File: src/rtl/rap_pkg.sv
// Shared region codes for the region-aware address pointer.
package rap_pkg;
    typedef logic [2:0] region_t;
    localparam region_t RG_NONE = 3'd0;  // outside every window
    localparam region_t RG_CFG  = 3'd1;  // configuration store
    localparam region_t RG_RSVD = 3'd2;  // reserved, writes suppressed
    localparam region_t RG_HOLE = 3'd3;  // unmapped, refused
    localparam region_t RG_USER = 3'd4;  // first user page, later pages follow
endpackage

File: src/rtl/rap_region_dec.sv
// Region decoder: classifies an address into a region code.
// Assumes CFG_BASE <= CFG_LAST < RSVD_LAST < USER_BASE, USER_BASE page aligned,
// and USER_PAGES <= 4 so the code fits in three bits.
module rap_region_dec
    import rap_pkg::*;
#(
    parameter int ADDR_W     = 16,
    parameter int PAGE_W     = 8,
    parameter int USER_PAGES = 2,
    parameter logic [ADDR_W-1:0] CFG_BASE  = 16'h8000,
    parameter logic [ADDR_W-1:0] CFG_LAST  = 16'h8045,
    parameter logic [ADDR_W-1:0] RSVD_LAST = 16'h804F,
    parameter logic [ADDR_W-1:0] USER_BASE = 16'h8100
) (
    input  logic [ADDR_W-1:0] addr,
    output region_t           region,
    output logic              mapped,
    output logic              is_cfg,
    output logic              is_user
);
    localparam int HI_W = ADDR_W - PAGE_W;

    logic [USER_PAGES-1:0] page_hit;

    // one comparator per user page on the upper address bits
    for (genvar p = 0; p < USER_PAGES; p++) begin : g_page
        localparam logic [HI_W-1:0] PG_HI = USER_BASE[ADDR_W-1:PAGE_W] + HI_W'(p);
        assign page_hit[p] = (addr[ADDR_W-1:PAGE_W] == PG_HI);
    end

    // priority encode the address windows into one code
    always_comb begin
        region = RG_NONE;
        if (addr >= CFG_BASE && addr <= CFG_LAST) begin
            region = RG_CFG;
        end else if (addr > CFG_LAST && addr <= RSVD_LAST) begin
            region = RG_RSVD;
        end else if (addr > RSVD_LAST && addr < USER_BASE) begin
            region = RG_HOLE;
        end else begin
            for (int p = 0; p < USER_PAGES; p++) begin
                if (page_hit[p]) region = RG_USER + region_t'(p);
            end
        end
    end

    assign is_cfg  = (region == RG_CFG);
    assign is_user = (region >= RG_USER);
    assign mapped  = (region != RG_NONE) && (region != RG_HOLE);
endmodule

File: src/rtl/rap_next_ptr.sv
// Next-pointer logic: the address after an acknowledged byte.
// Configuration store saturates at CFG_LAST, user pages wrap inside the page,
// every other region steps by one.
module rap_next_ptr
    import rap_pkg::*;
#(
    parameter int ADDR_W = 16,
    parameter int PAGE_W = 8,
    parameter logic [ADDR_W-1:0] CFG_LAST = 16'h8045
) (
    input  logic [ADDR_W-1:0] addr,
    input  region_t           region,
    output logic [ADDR_W-1:0] nxt
);
    logic [PAGE_W-1:0] low_inc;

    assign low_inc = addr[PAGE_W-1:0] + PAGE_W'(1);

    // select the step rule for the region
    always_comb begin
        if (region == RG_CFG) begin
            nxt = (addr == CFG_LAST) ? addr : addr + ADDR_W'(1);
        end else if (region >= RG_USER) begin
            nxt = {addr[ADDR_W-1:PAGE_W], low_inc};
        end else begin
            nxt = addr + ADDR_W'(1);
        end
    end
endmodule

File: src/rtl/rap_busy_timer.sv
// Busy timer: models the nonvolatile byte write time.
// Assumes BUSY_CYC >= 1 and that start is only raised while busy is low.
module rap_busy_timer #(
    parameter int BUSY_CYC = 16
) (
    input  logic clk,
    input  logic rst_n,
    input  logic start,
    output logic busy
);
    localparam int CNT_W = $clog2(BUSY_CYC + 1);
    localparam logic [CNT_W-1:0] CNT_LOAD = CNT_W'(BUSY_CYC);

    logic [CNT_W-1:0] cnt;

    // load on start, count down to zero otherwise
    always_ff @(posedge clk) begin
        if (!rst_n) begin
            cnt <= '0;
        end else if (start) begin
            cnt <= CNT_LOAD;
        end else if (cnt != '0) begin
            cnt <= cnt - CNT_W'(1);
        end
    end

    assign busy = (cnt != '0);

    // counter never exceeds its load value
    a_r10_cnt_bound: assert property (@(posedge clk) disable iff (!rst_n)
        cnt <= CNT_LOAD);
    // the top never starts a write while one is in progress
    a_r10_no_restart: assert property (@(posedge clk) disable iff (!rst_n)
        start |-> (cnt == '0));
endmodule

File: src/rtl/region_addr_ptr.sv
// Region-aware serial address pointer.
// Takes pointer loads and per-byte strobes from a protocol engine and returns a
// registered response (address, region, ack, write permit) one cycle later.
// Assumes strobes are single-cycle pulses and that a load wins over a strobe.
module region_addr_ptr
    import rap_pkg::*;
#(
    parameter int ADDR_W     = 16,
    parameter int PAGE_W     = 8,
    parameter int USER_PAGES = 2,
    parameter int BUSY_CYC   = 16,
    parameter logic [ADDR_W-1:0] CFG_BASE  = 16'h8000,
    parameter logic [ADDR_W-1:0] CFG_LAST  = 16'h8045,
    parameter logic [ADDR_W-1:0] RSVD_LAST = 16'h804F,
    parameter logic [ADDR_W-1:0] USER_BASE = 16'h8100
) (
    input  logic              clk,
    input  logic              rst_n,
    input  logic              ld_vld,
    input  logic [ADDR_W-1:0] ld_addr,
    input  logic              wr_stb,
    input  logic              rd_stb,
    input  logic              cfg_lock,
    input  logic              user_wr_dis,
    output logic [ADDR_W-1:0] cur_addr,
    output logic              resp_vld,
    output logic              resp_ack,
    output logic              resp_wr_en,
    output logic [ADDR_W-1:0] resp_addr,
    output logic [2:0]        resp_region,
    output logic              nv_busy
);
    logic [ADDR_W-1:0] ptr_q;
    logic [ADDR_W-1:0] ptr_nxt;
    region_t           region;
    logic              mapped, is_cfg, is_user;
    logic              acc, ack_c, permit;

    rap_region_dec #(
        .ADDR_W(ADDR_W), .PAGE_W(PAGE_W), .USER_PAGES(USER_PAGES),
        .CFG_BASE(CFG_BASE), .CFG_LAST(CFG_LAST),
        .RSVD_LAST(RSVD_LAST), .USER_BASE(USER_BASE)
    ) u_dec (
        .addr(ptr_q), .region(region), .mapped(mapped),
        .is_cfg(is_cfg), .is_user(is_user)
    );

    rap_next_ptr #(
        .ADDR_W(ADDR_W), .PAGE_W(PAGE_W), .CFG_LAST(CFG_LAST)
    ) u_nxt (
        .addr(ptr_q), .region(region), .nxt(ptr_nxt)
    );

    rap_busy_timer #(.BUSY_CYC(BUSY_CYC)) u_busy (
        .clk(clk), .rst_n(rst_n), .start(permit), .busy(nv_busy)
    );

    // decide acceptance and write permission for this cycle's strobe
    always_comb begin
        acc    = !ld_vld && (wr_stb || rd_stb);
        ack_c  = acc && mapped && !nv_busy;
        permit = ack_c && wr_stb &&
                 ((is_cfg && !cfg_lock) || (is_user && !user_wr_dis));
    end

    // pointer register: load, or step after an acknowledged byte
    always_ff @(posedge clk) begin
        if (!rst_n) begin
            ptr_q <= CFG_BASE;
        end else if (ld_vld) begin
            ptr_q <= ld_addr;
        end else if (ack_c) begin
            ptr_q <= ptr_nxt;
        end
    end

    // response register for the strobe seen this cycle
    always_ff @(posedge clk) begin
        if (!rst_n) begin
            resp_vld    <= 1'b0;
            resp_ack    <= 1'b0;
            resp_wr_en  <= 1'b0;
            resp_addr   <= '0;
            resp_region <= RG_NONE;
        end else begin
            resp_vld   <= acc;
            resp_ack   <= ack_c;
            resp_wr_en <= permit;
            if (acc) begin
                resp_addr   <= ptr_q;
                resp_region <= region;
            end
        end
    end

    assign cur_addr = ptr_q;

    // a strobe during busy yields a not-acknowledge
    a_r10_busy_nack: assert property (@(posedge clk) disable iff (!rst_n)
        (acc && nv_busy) |=> (resp_vld && !resp_ack));
    // a refused access leaves the pointer where it was
    a_r4_nack_holds: assert property (@(posedge clk) disable iff (!rst_n)
        (resp_vld && !resp_ack) |-> (cur_addr == resp_addr));
    // the last configuration address holds the pointer
    a_r5_cfg_saturate: assert property (@(posedge clk) disable iff (!rst_n)
        (resp_vld && resp_ack && resp_addr == CFG_LAST) |-> (cur_addr == CFG_LAST));
    // the end of a user page wraps to its start
    a_r6_page_wrap: assert property (@(posedge clk) disable iff (!rst_n)
        (resp_vld && resp_ack && resp_region >= RG_USER && resp_addr[PAGE_W-1:0] == '1)
        |-> (cur_addr == {resp_addr[ADDR_W-1:PAGE_W], {PAGE_W{1'b0}}}));
    // the reserved window never permits a write
    a_r7_rsvd_no_write: assert property (@(posedge clk) disable iff (!rst_n)
        (resp_vld && resp_region == RG_RSVD) |-> !resp_wr_en);
    // a write permit always comes with an acknowledge
    a_r8_permit_acked: assert property (@(posedge clk) disable iff (!rst_n)
        resp_wr_en |-> resp_ack);
    // a permitted write is always accompanied by busy
    a_r12_permit_busy: assert property (@(posedge clk) disable iff (!rst_n)
        resp_wr_en |-> nv_busy);
    // a load lands in the pointer and produces no response
    a_r2_load: assert property (@(posedge clk) disable iff (!rst_n)
        ld_vld |=> (cur_addr == $past(ld_addr) && !resp_vld));
endmodule

File: config.mk
export PLATFORM = sky130hd
export DESIGN_NAME = region_addr_ptr
export DESIGN_NICKNAME = d
export VERILOG_FILES = /design/src/rtl/rap_pkg.sv /design/src/rtl/rap_region_dec.sv /design/src/rtl/rap_next_ptr.sv /design/src/rtl/rap_busy_timer.sv /design/src/rtl/region_addr_ptr.sv
export SDC_FILE = /design/constraint.sdc
export NUM_CORES = 1
export LEC_CHECK = 0
export ABC_AREA = 1
export BUFFER_PORTS_ARGS = -buffer_cell sky130_fd_sc_hd__buf_2
export CORE_MARGIN = 1.5
export CORE_UTILIZATION = 44
export DETAILED_ROUTE_END_ITERATION = 7
export PLACE_DENSITY = 0.72
export RECOVER_POWER = 25
export SYNTH_ARGS = -nofsm -noshare
export SYNTH_HDL_FRONTEND = slang
export SYNTH_SLANG_ARGS = --single-unit
File: constraint.sdc
create_clock -name clk -period 2.2 [get_ports clk]
set_clock_uncertainty 0.15 [all_clocks]
set_input_delay 0.55 -clock clk [delete_from_list [all_inputs] [get_ports clk]]
set_output_delay 0.55 -clock clk [all_outputs]
set_load 0.1 [all_outputs]
# Word level (Yosys, flattened, before mapping)
# Index checks and enable logic that the tools add are counted.
dict set report op_classes {
  bitwise 1
  n_mux 12
  add_sub_neg 3
  n_lt_le_gt_ge 7
  n_reduce_logical 24
  eq_ne 7
}
# operator count
set ops {}
lappend ops {{$mux W16} 5}
lappend ops {{$gt A16 B16 Y1 const B} 2}
lappend ops {{$le A16 B16 Y1 const B} 2}
lappend ops {{$add A16 B1 Y16 const B} 1}
lappend ops {{$eq A16 B16 Y1 const B} 1}
lappend ops {{$eq A8 B8 Y1 const B} 2}
lappend ops {{$ge A16 B16 Y1 const B} 1}
lappend ops {{$lt A16 B16 Y1 const B} 1}
lappend ops {{$mux W3} 5}
lappend ops {{$logic_and A1 B1 Y1} 11}
lappend ops {{$mux W5} 2}
lappend ops {{$add A8 B1 Y8 const B} 1}
lappend ops {{$ne A3 B3 Y1 const B} 2}
lappend ops {{$reduce_bool A5 Y1} 1}
lappend ops {{$sub A5 B1 Y5 const B} 1}
lappend ops {{$logic_not A1 Y1} 4}
lappend ops {{$reduce_bool A2 Y1} 2}
lappend ops {{$eq A3 B1 Y1 const B} 1}
lappend ops {{$ge A3 B3 Y1 const B} 1}
lappend ops {{$ne A3 B2 Y1 const B} 1}
lappend ops {{$reduce_and A3 Y1} 1}
lappend ops {{$reduce_bool A3 Y1} 1}
lappend ops {{$logic_or A1 B1 Y1} 2}
lappend ops {{$reduce_and A2 Y1} 1}
lappend ops {{other kinds (2)} 2}
dict set report totals {
  register_bits 43
  out_inout_bits 39
  word_cells 63
  in_bits 23
}

# Longest topological paths before layout
# Gate-level depths: netlist (run 1).
dict set report logic_depth {
  ltp_word 13
  mapped_depth 12
  mapped_depth_nobuf 12
}

# Hierarchy
# From an unflattened synthesis (run 1), not the netlist that was laid out.
dict set report hier_totals {
  cells_unflattened 426
  area_unflattened_um2 2712.6
}
# module area_each_um2 n_inst seq_area_each_um2 cells_each
set by_module_without_submodules {}
lappend by_module_without_submodules {region_addr_ptr 1646.6 1 760.7 224}
lappend by_module_without_submodules {rap_next_ptr 634.4 1 0.0 131}
lappend by_module_without_submodules {rap_busy_timer 247.7 1 100.1 34}
lappend by_module_without_submodules {rap_region_dec 183.9 1 0.0 37}

# Worst setup path before layout (run 1)
# Ideal clock, no wire load.
dict set report synth_timing {
  path_type {register to register}
  from {register ptr_q[0] (netlist: cur_addr[0])}
  to {register ptr_q[14] (netlist: cur_addr[14])}
  t_arrival_ps 2393
  path_stages_with_launch 10
  required_ps 1983
  period_less_slack_ps 2610
  path_slack_ps -410
  setup_ps 67
  path_buffers 0
  path_cell_list {dfxtp_1 -> ha_1 -> nand3_2 -> nor2_1 -> nand4_1 -> nor2_1 -> nand2_1 -> nor3_1 -> nand3_2 -> a21oi_2}
}
dict set report synth_between {
  elab_chain_cells 11
  elab_cells_between_ends 30
  classes_between {1 x add/sub; 7 x order compare; 5 x eq/ne; 8 x mux; 9 x reduce/logical}
}
# element line
set synth_rtl {}
lappend synth_rtl {{start, declared} region_addr_ptr.sv:33} ;# logic [ADDR_W-1:0] ptr_q;
lappend synth_rtl {{start signal, assigned} region_addr_ptr.sv:71} ;# ptr_q <= ld_addr;
lappend synth_rtl {{start signal, assigned} region_addr_ptr.sv:73} ;# ptr_q <= ptr_nxt;
lappend synth_rtl {{parallel branches: the longest is 11 deep, another holds $gt A16 B16 Y1} --}
# Several ways; the timed one is not identified. The select of a mux whose other input is x is not followed.
# A chain may end at the register's enable or synchronous reset.

# Worst setup path after layout (run 1)
dict set report layout_timing {
  from {register u_busy.cnt[0]}
  to {output port nv_busy}
}
dict set report layout_between {
  elab_chain_cells 1
}
# element line
set layout_rtl {}
lappend layout_rtl {{start, declared} rap_busy_timer.sv:14} ;# logic [CNT_W-1:0] cnt;
lappend layout_rtl {{start signal, assigned} rap_busy_timer.sv:23} ;# cnt <= cnt - CNT_W'(1);
lappend layout_rtl {{$reduce_bool A5 Y1} rap_busy_timer.sv:27} ;# assign busy = (cnt != '0);
lappend layout_rtl {{end, declared} region_addr_ptr.sv:31} ;# output logic nv_busy
# Every way passes these cells.

==> results.sh, run 1 <==
export IMPL_avgSynthCellArea_um2=7.139
export IMPL_drcViolationCount=0
export IMPL_io_buffers=61
export IMPL_drive_above_1_share_pct=29.66
export IMPL_timing_rr_start="cur_addr[10]"
export IMPL_n_antenna_cell=0
export IMPL_reg2reg_to="cur_addr[6]"
export IMPL_cp_start_kind="register"
export IMPL_max_slew_margin_pct=57.05
export IMPL_min_from="resp_addr[11]"
export IMPL_setup_ws_ns=0.1144
export IMPL_dp_cells=443
export IMPL_viasPerCell=5.055
export IMPL_track_usage_pct=21.89
export IMPL_final_max_slew_viol_count=0
export IMPL_tritoncts="done"
export IMPL_synthCells=319
export IMPL_root_buffer="clkbuf_8"
export IMPL_crit_arrival_ns=1.39
export IMPL_postLayoutCoreUtil_pct=55.46
export IMPL_die_y_um=74.94
export IMPL_startpoint="u_busy.cnt[0]"
export IMPL_grt_setup_unrepaired="false"
export IMPL_rows=26
export IMPL_grt_max_degree=37
export IMPL_coreArea_um2=5042
export IMPL_cts_max_level=2
export IMPL_outcome="complete, no violations"
export IMPL_worstSetupPathType="register to primary output"
export IMPL_holdPathStages=2
export IMPL_wl_per_cell_um=12.88
export IMPL_clk_path_buf_depth=2
export IMPL_dpl_hpwl_mm=4.363
export IMPL_clk_latency_ns=0.30
export IMPL_leakage_nw=1.319
export IMPL_initial_core_util_pct=45.16
export IMPL_required_ns=1.50
export IMPL_tightest_slew_ns=0.6375
export IMPL_r2r_cells=8
export IMPL_postSynth_asyncResetShare_pct=0
export IMPL_hold_path_class="register to register"
export IMPL_final_antenna_net_count=0
export IMPL_place_ws_ns=0.1875
export IMPL_nNetsFinal=408
export IMPL_drt_wl_total_mm=5.811
export IMPL_ys_warn_count=0
export IMPL_drv_cap=0
export IMPL_fmax_mhz=479.5
export IMPL_gp_congestion=0.9106
export IMPL_numCtsBuffers=5
export IMPL_synth_top_flop_cell="dfxtp_1"
export IMPL_numClockSinks=43
export IMPL_dieArea_um2=5616
export IMPL_first_pass_iters=5
export IMPL_pin_count=62
export IMPL_vias=2280
export IMPL_syn_num_nets=347
export IMPL_finalHoldViolCount=0
export IMPL_r2r_setup_slack_ns=0.18
export IMPL_power_per_cell_area_nw_per_um2=982.4
export IMPL_vdd_drop_max_uv=692.3
export IMPL_finalCritPeriodShare_pct=94.80
export IMPL_grt_pass1_wl_mm=9.294
export IMPL_synth_edf_count=0
export IMPL_antenna_found_initial=0
export IMPL_crit_path_end_kind="primary output"
export IMPL_ys_ff_latch=43
export IMPL_area_growth_pct=22.80
export IMPL_setup_viol_count_final=0
export IMPL_stdcell_count=451
export IMPL_netlist_area_um2=2277
export IMPL_finalPower_mw=2.747
export IMPL_final_min_clock_period_ns=2.086
export IMPL_seq_area_frac_synth_pct=37.80
export IMPL_first_iter_violations=86
export IMPL_synth_cell_types=32
export IMPL_holdPathEnd="resp_addr[11]"
export IMPL_die_w_um=74.94
export IMPL_grt_pass1_vias=2017
export IMPL_clk_pin_slew_ns=0.08
export IMPL_critPathMaxFanout=6
export IMPL_overflow=0
[where the power goes]
part           switching, mW  total, mW  internal [mW]
clock                  0.285      0.623          0.338
sequential            0.0811      0.949          0.868
combinational          0.871       1.17          0.304
total                   1.24       2.75           1.51
[Yosys cell counts (2+ instances only)]
| cell | number | share of area (%) |
|---|---|---|
| nand2_1 | 55 | 9.1 |
| dfxtp_1 | 43 | 38 |
| nor2_1 | 35 | 5.8 |
| inv_1 | 33 | 5.4 |
| o21ai_0 | 33 | 7.3 |
| a21oi_1 | 27 | 5.9 |
| nand3_1 | 22 | 4.8 |
| clkbuf_1 | 10 | 1.6 |
| xor2_1 | 8 | 3.1 |
| nor2_2 | 6 | 1.6 |
| ha_1 | 5 | 2.7 |
| nand2_2 | 5 | 1.4 |
| nor3_1 | 5 | 1.1 |
| a21oi_2 | 4 | 1.5 |
| nand3_2 | 4 | 1.8 |
| buf_6 | 2 | 0.99 |
| nand4_1 | 2 | 0.55 |
| nand4_2 | 2 | 1.1 |
| nor2_4 | 2 | 0.99 |
| o211ai_1 | 2 | 0.66 |
| o21ai_1 | 2 | 0.44 |
| o21ai_2 | 2 | 0.77 |
[critical path, stage by stage (launching register included)]
cell	delay [ns]
dfxtp_1	0.33
inv_1	0.06
ha_1	0.17
nand2_1	0.08
nor2_2	0.15
nand2_4	0.11
buf_12	0.18
[cells in the final DEF, fill, tap and decap left out, types with 2 or more instances in the layout]
master and instances:
a21oi_1 27, a21oi_2 4, buf_2 57, buf_4 7, clkbuf_1 2, clkbuf_8 5
dfxtp_1 32, dfxtp_2 11, ha_1 5, inv_1 33, nand2_1 54, nand2_2 4
nand2_4 2, nand3_1 22, nand3_2 4, nand4_1 2, nand4_2 2, nor2_1 36
nor2_2 5, nor2_4 2, nor3_1 5, o211ai_1 2, o21ai_0 34, o21ai_1 2
xor2_1 8
[metal layers]
layer / vias to the layer above / global-route usage [%] / wire (um)
li1: 1158 / - / -
met1: 1049 / 28.88 / 2603
met2: 62 / 35.30 / 2750
met3: 11 / 4.418 / 350
met4: 0 / 8.485 / 107
met5: - / 0 / 0
[area by class of cell]
class	count	area, um2
clock buffer	5	68.82
tap	70	87.58
inverter	35	131.4
timing repair buffer	68	370.4
fill	515	2246
sequential	43	874.6
multi-input combinational	227	1220
clock inverter	3	43.79
[how the worst max path moves through the flow]
| stage | endpoint | cells after the start |
|---|---|---|
| after floorplan | cur_addr[14] | 9 |
| after global placement | cur_addr[1] | 9 |
| after detailed placement | cur_addr[1] | 11 |
| after CTS | nv_busy | 6 |
| after global routing | nv_busy | 6 |
| final | nv_busy | 6 |
[what timing repair did]
item                       CTS  global route
hold buffers                 0             0
setup endpoints to repair    0             3
buffers inserted             0             0
resized for setup            0             2
hold endpoints to repair     0             0
[cells by family (layout without fill, tap and decap cells)]
group	Yosys count	in the layout	synth area share, %
and+or+nand+nor	142	142	30.17
AOI/OAI and AO/OA	71	71	16.92
buffers and inverters	49	111	8.901
DFF	43	43	37.80
xor gates and xnor gates	9	9	3.462
adders and majority gates	5	5	2.747
[state kept, by name, summed over array words and instances (netlist names)]
| name | flops |
|---|---|
| cur_addr | 16 |
| resp_addr | 16 |
| u_busy.cnt | 5 |
| resp_region | 3 |
| resp_ack | 1 |
| resp_vld | 1 |
| resp_wr_en | 1 |
[metrics by stage]
step | instance area (um2) | hold slack [ns] | TNS (ns)
2_1_floorplan | 2293 | 0.3151 | -0.0002447
3_3_place_gp | 2683 | 0.3131 | 0
3_5_place_dp | 2683 | 0.3283 | 0
4_1_cts | 2795 | 0.3332 | 0
5_1_grt | 2796 | 0.3666 | 0
6_report | 2796 | 0.3373 | 0
(Power assumes the default switching activity.)
==> run 2, diff against run 1 <==
Settings changed: PLACE_DENSITY 0.72 to default, PLACE_DENSITY_LB_ADDON from default to 0.2.
==> run 2 against run 1 <==
Against the previous run: worst setup slack improved by 0.014 ns; first-iteration DRC count rose by 12%; routed wire length shrank 4.3%; total power fell by 5.5%; hold slack got worse by 0.0027 ns; largest cell class unchanged; largest power group unchanged.
==> results.sh, run 2 (synthesis gave the netlist of run 1 again) <==
export IMPL_stdcell_area_um2=2761
export IMPL_root_buffer="clkbuf_8"
export IMPL_vias=2219
export IMPL_holdWs_ns=0.3346
export IMPL_crit_chain="inv_1, ha_1, nand2_1, nor2_2, nand2_4, buf_12"
export IMPL_layout_common_cells="buf_2 (59), nand2_1 (54), nor2_1 (35)"
export IMPL_cp_buffers_inverters=2
export IMPL_final_common_cell="buf_2"
export IMPL_gp_congestion=0.8622
export IMPL_area_growth_pct=21.26
export IMPL_place_ws_ns=0.2025
export IMPL_drv_cap=0
export IMPL_dieArea_um2=5616
export IMPL_final_antenna_net_count=0
export IMPL_numClockSinks=43
export IMPL_setup_ws_ns=0.1283
export IMPL_antenna_found_initial=0
export IMPL_required_ns=1.50
export IMPL_cts_max_level=2
export IMPL_crit_arrival_ns=1.37
export IMPL_grt_setup_unrepaired="false"
export IMPL_drive_above_1_share_pct=29.66
export IMPL_die_w_um=74.94
export IMPL_clk_latency_ns=0.29
export IMPL_post_cts_setup_buffers=0
export IMPL_track_usage_pct=21.00
export IMPL_grt_max_degree=28
export IMPL_finalHoldViolCount=0
export IMPL_seq_area_um2=874.6
export IMPL_tritoncts="done"
export IMPL_grt_pass1_wl_mm=9.073
export IMPL_drcViolationCount=0
export IMPL_finalPower_mw=2.597
export IMPL_crit_slowest_cell="dfxtp_1"
export IMPL_nNetsFinal=408
export IMPL_n_antenna_cell=0
export IMPL_initial_core_util_pct=45.16
export IMPL_cp_top_family="flip-flops"
export IMPL_finalCritPeriodShare_pct=94.17
export IMPL_drt_wl_total_mm=5.560
export IMPL_final_min_clock_period_ns=2.072
export IMPL_leakage_nw=1.305
export IMPL_power_per_cell_area_nw_per_um2=940.5
export IMPL_rows=26
export IMPL_outcome="complete, no violations"
export IMPL_dp_cells=443
export IMPL_critPathMaxFanout=6
export IMPL_coreArea_um2=5042
export IMPL_pin_count=62
export IMPL_fillers=534
export IMPL_hold_path_class="register to register"
export IMPL_cp_start_kind="register"
export IMPL_stdcell_count=451
export IMPL_first_pass_iters=4
export IMPL_tightest_slew_ns=0.6389
export IMPL_clk_path_buf_depth=2
export IMPL_crit_path_end_kind="primary output"
export IMPL_viasPerCell=4.920
export IMPL_postCtsHoldBufs=0
export IMPL_multiInputGateArea_um2=1217
export IMPL_vdd_drop_max_uv=670.3
export IMPL_worstSetupPathType="register to primary output"
export IMPL_io_buffers=61
export IMPL_die_y_um=74.94
export IMPL_first_iter_violations=96
export IMPL_setup_viol_count_final=0
export IMPL_overflow=0
export IMPL_placed_area_um2=2683
export IMPL_clk_pin_slew_ns=0.08
export IMPL_numCtsBuffers=5
export IMPL_grt_pass1_vias=2049
export IMPL_fmax_mhz=482.7
export IMPL_slowest_delay_ns=0.37
export IMPL_dpl_hpwl_mm=4.123
export IMPL_wl_per_cell_um=12.33
export IMPL_max_slew_margin_pct=56.96
export IMPL_final_max_slew_viol_count=0
run 2: final cells by class:
type | count | share of cell area [%]
multi-input cells | 227 | 44.09
well taps | 70 | 3.172
clock buffers | 7 | 2.764
inverters | 35 | 4.758
repair buffers | 68 | 13.37
clock inverters | 1 | 0.1812
flip-flops and latches | 43 | 31.67
run 2: routing by layer:
metal | part of all wire, % | track usage (%)
met5 | 0 | 0
met4 | 0.16 | 4.040
met3 | 4.1 | 3.748
met2 | 48 | 37.07
met1 | 48 | 26.94
run 2: where the power goes:
group / internal [mW] / leakage, nW / switching [mW]
Clock: 0.223 / 0.0422 / 0.257
Sequential: 0.868 / 0.358 / 0.0801
Combinational: 0.304 / 0.905 / 0.865
Total: 1.39 / 1.30 / 1.20
run 2: worst register-to-register path, delay by kind of cell (launching register included):
| kind | cells | cell delay, ns |
|---|---|---|
| adder cells (fa/ha/maj) | 1 | 0.17 |
| flip-flops | 1 | 0.34 |
| AND/OR/NAND/NOR | 9 | 1.16 |
| buffers and inverters | 1 | 0.06 |
run 2: timing repair:
action | CTS | global route
endpoints found under the setup margin | 0 | 2
resized for setup | 0 | 1
endpoints found under the hold margin | 0 | 0
run 2: metrics by stage:
stage          util, %     TNS, ns
2_1_floorplan        -  -0.0002447
3_3_place_gp     53.20           0
3_5_place_dp     53.20           0
4_1_cts          54.81           0
5_1_grt          54.76           0
6_report         54.76           0
run 2: path summary, 6_finish.rpt:
kind                 startpoint       endpoint  slack, ns  cells past startpoint
setup / recovery  u_busy.cnt[0]        nv_busy       0.13                      6
hold reg to reg   resp_addr[11]  resp_addr[11]       0.33                      2
hold / removal    resp_addr[11]  resp_addr[11]       0.33                      2
setup reg to reg  u_busy.cnt[0]    cur_addr[8]       0.20                     11
==> run 3, diff against run 2 <==
Settings changed: GPL_TIMING_DRIVEN from default to 0.
==> run 3 against run 2 <==
Against the previous run: worst setup slack worse by 0.017 ns; total power increased by 7.0%; sequential power is 0.4% lower; utilization is 1.1 points higher; global-route usage is 1.9 points higher; sequential share of layout area is 0.61 points lower; non-clock buffer count rose by 6; cell count rose by 1.3%; routed wire length increased by 8.4%; fmax fell by 0.79%; register-to-register slack about the same; clock power up 37%; highest routed layer unchanged; critical path type unchanged; largest power group unchanged.
==> results.sh, run 3 (synthesis gave the netlist of run 1 again) <==
export IMPL_outcome="complete, no violations"
export IMPL_gp_congestion=0.8857
export IMPL_cts_max_level=2
export IMPL_clk_path_buf_depth=2
export IMPL_r2r_setup_slack_ns=0.20
export IMPL_final_antenna_net_count=0
export IMPL_grt_pass1_vias=2070
export IMPL_crit_arrival_ns=1.39
export IMPL_n_antenna_cell=0
export IMPL_setup_viol_count_final=0
export IMPL_leakage_nw=1.310
export IMPL_vias=2300
export IMPL_hold_path_class="input pin to register"
export IMPL_wl_per_cell_um=13.19
export IMPL_finalCritPeriodShare_pct=94.92
export IMPL_max_slew_margin_pct=61.60
export IMPL_final_max_slew_viol_count=0
export IMPL_holdWs_ns=0.3393
export IMPL_holdPathEnd="cur_addr[13]"
export IMPL_grt_pass1_wl_mm=9.611
export IMPL_track_usage_pct=22.91
export IMPL_crit_chain="inv_1, ha_1, nand2_1, nor2_2, nand2_4, buf_12"
export IMPL_root_buffer="clkbuf_8"
export IMPL_fillers=513
export IMPL_antenna_found_initial=0
export IMPL_placed_area_um2=2681
export IMPL_postLayoutCoreUtil_pct=55.83
export IMPL_final_min_clock_period_ns=2.088
export IMPL_power_per_cell_area_nw_per_um2=986.8
export IMPL_slowest_delay_ns=0.33
export IMPL_coreArea_um2=5042
export IMPL_final_common_cell="nand2_1"
export IMPL_drive_above_1_share_pct=28.42
export IMPL_io_buffers=60
export IMPL_crit_path_end_kind="primary output"
export IMPL_initial_core_util_pct=45.16
export IMPL_drt_wl_total_mm=6.028
export IMPL_clk_latency_ns=0.30
export IMPL_holdPathStages=3
export IMPL_drcViolationCount=0
export IMPL_timing_rr_start="u_busy.cnt[0]"
export IMPL_finalPower_mw=2.778
export IMPL_nNetsFinal=414
export IMPL_tritoncts="done"
export IMPL_dp_cells=449
export IMPL_finalHoldViolCount=0
export IMPL_viasPerCell=5.033
export IMPL_grt_max_degree=14
export IMPL_r2r_cells=11
export IMPL_first_iter_violations=119
export IMPL_rows=26
export IMPL_numCtsBuffers=5
export IMPL_min_from="ld_addr[13]"
export IMPL_pin_count=62
export IMPL_cp_start_kind="register"
export IMPL_reg2reg_to="cur_addr[3]"
export IMPL_drv_cap=0
export IMPL_postCtsHoldBufs=0
export IMPL_die_w_um=74.94
export IMPL_worstSetupPathType="register to primary output"
export IMPL_overflow=0
export IMPL_dieArea_um2=5616
export IMPL_fmax_mhz=478.9
export IMPL_die_y_um=74.94
export IMPL_first_pass_iters=5
export IMPL_crit_slowest_cell="dfxtp_1"
export IMPL_numClockSinks=43
export IMPL_layout_common_cells="nand2_1 (54), buf_2 (45), nor2_1 (36)"
export IMPL_required_ns=1.50
export IMPL_post_cts_setup_buffers=0
export IMPL_area_growth_pct=23.63
export IMPL_dpl_hpwl_mm=4.548
export IMPL_stdcell_area_um2=2815
export IMPL_critPathMaxFanout=6
export IMPL_startpoint="u_busy.cnt[0]"
export IMPL_tightest_slew_ns=0.5760
export IMPL_stdcell_count=457
export IMPL_vdd_drop_max_uv=647.6
export IMPL_grt_setup_unrepaired="false"
export IMPL_clk_pin_slew_ns=0.08
-- run 3: layer usage --
metal,vias to the layer above,track usage (%),share of wire (%)
met3,10,3.748,4.7
li1,1168,-,-
met5,-,0,0
met4,0,10.30,2.2
met2,74,37.66,47
met1,1048,29.55,46
-- run 3: timing repair --
action	in CTS	in global routing
setup endpoints to repair	1	1
gates resized for setup	2	3
pin swaps	0	0
-- run 3: cell type report --
type                       count  area, um2  area share (%)
sequential                    43      874.6           31.07
clock buffer                   6      82.58           2.933
inverter                      35      131.4           4.667
multi-input combinational    227       1219           43.29
clock inverter                 2      35.03           1.244
tap                           70      87.58           3.111
buffer                        14      71.32           2.533
timing repair buffer          60      314.1           11.16
-- run 3: metrics by stage --
step / setup WS [ns] / TNS [ns]
6_report: 0.1118 / 0
5_1_grt: 0.001542 / 0
4_1_cts: 0.01123 / 0
3_5_place_dp: 0.03892 / 0
3_3_place_gp: 0.03275 / 0
2_1_floorplan: -0.0002447 / -0.0002447
-- run 3: worst max path at each step --
stage / cells after the start / end
floorplan: 9 / cur_addr[14]
global placement: 7 / cur_addr[12]
detailed placement: 6 / cur_addr[2]
CTS: 6 / nv_busy
global route: 9 / cur_addr[14]
finish: 6 / nv_busy
-- run 3: report_power, final --
part / internal [mW] / switching (mW) / leakage [nW]
Sequential: 0.868 / 0.0760 / 0.358
Clock: 0.368 / 0.291 / 0.0612
Combinational: 0.305 / 0.870 / 0.891
-- run 3: worst max-delay path: cells and delay by family, from the launching register on --
family,cells,cell delay (ns)
simple gates,3,0.34
flops,1,0.33
buf+inv,2,0.24
fa+ha+maj,1,0.17
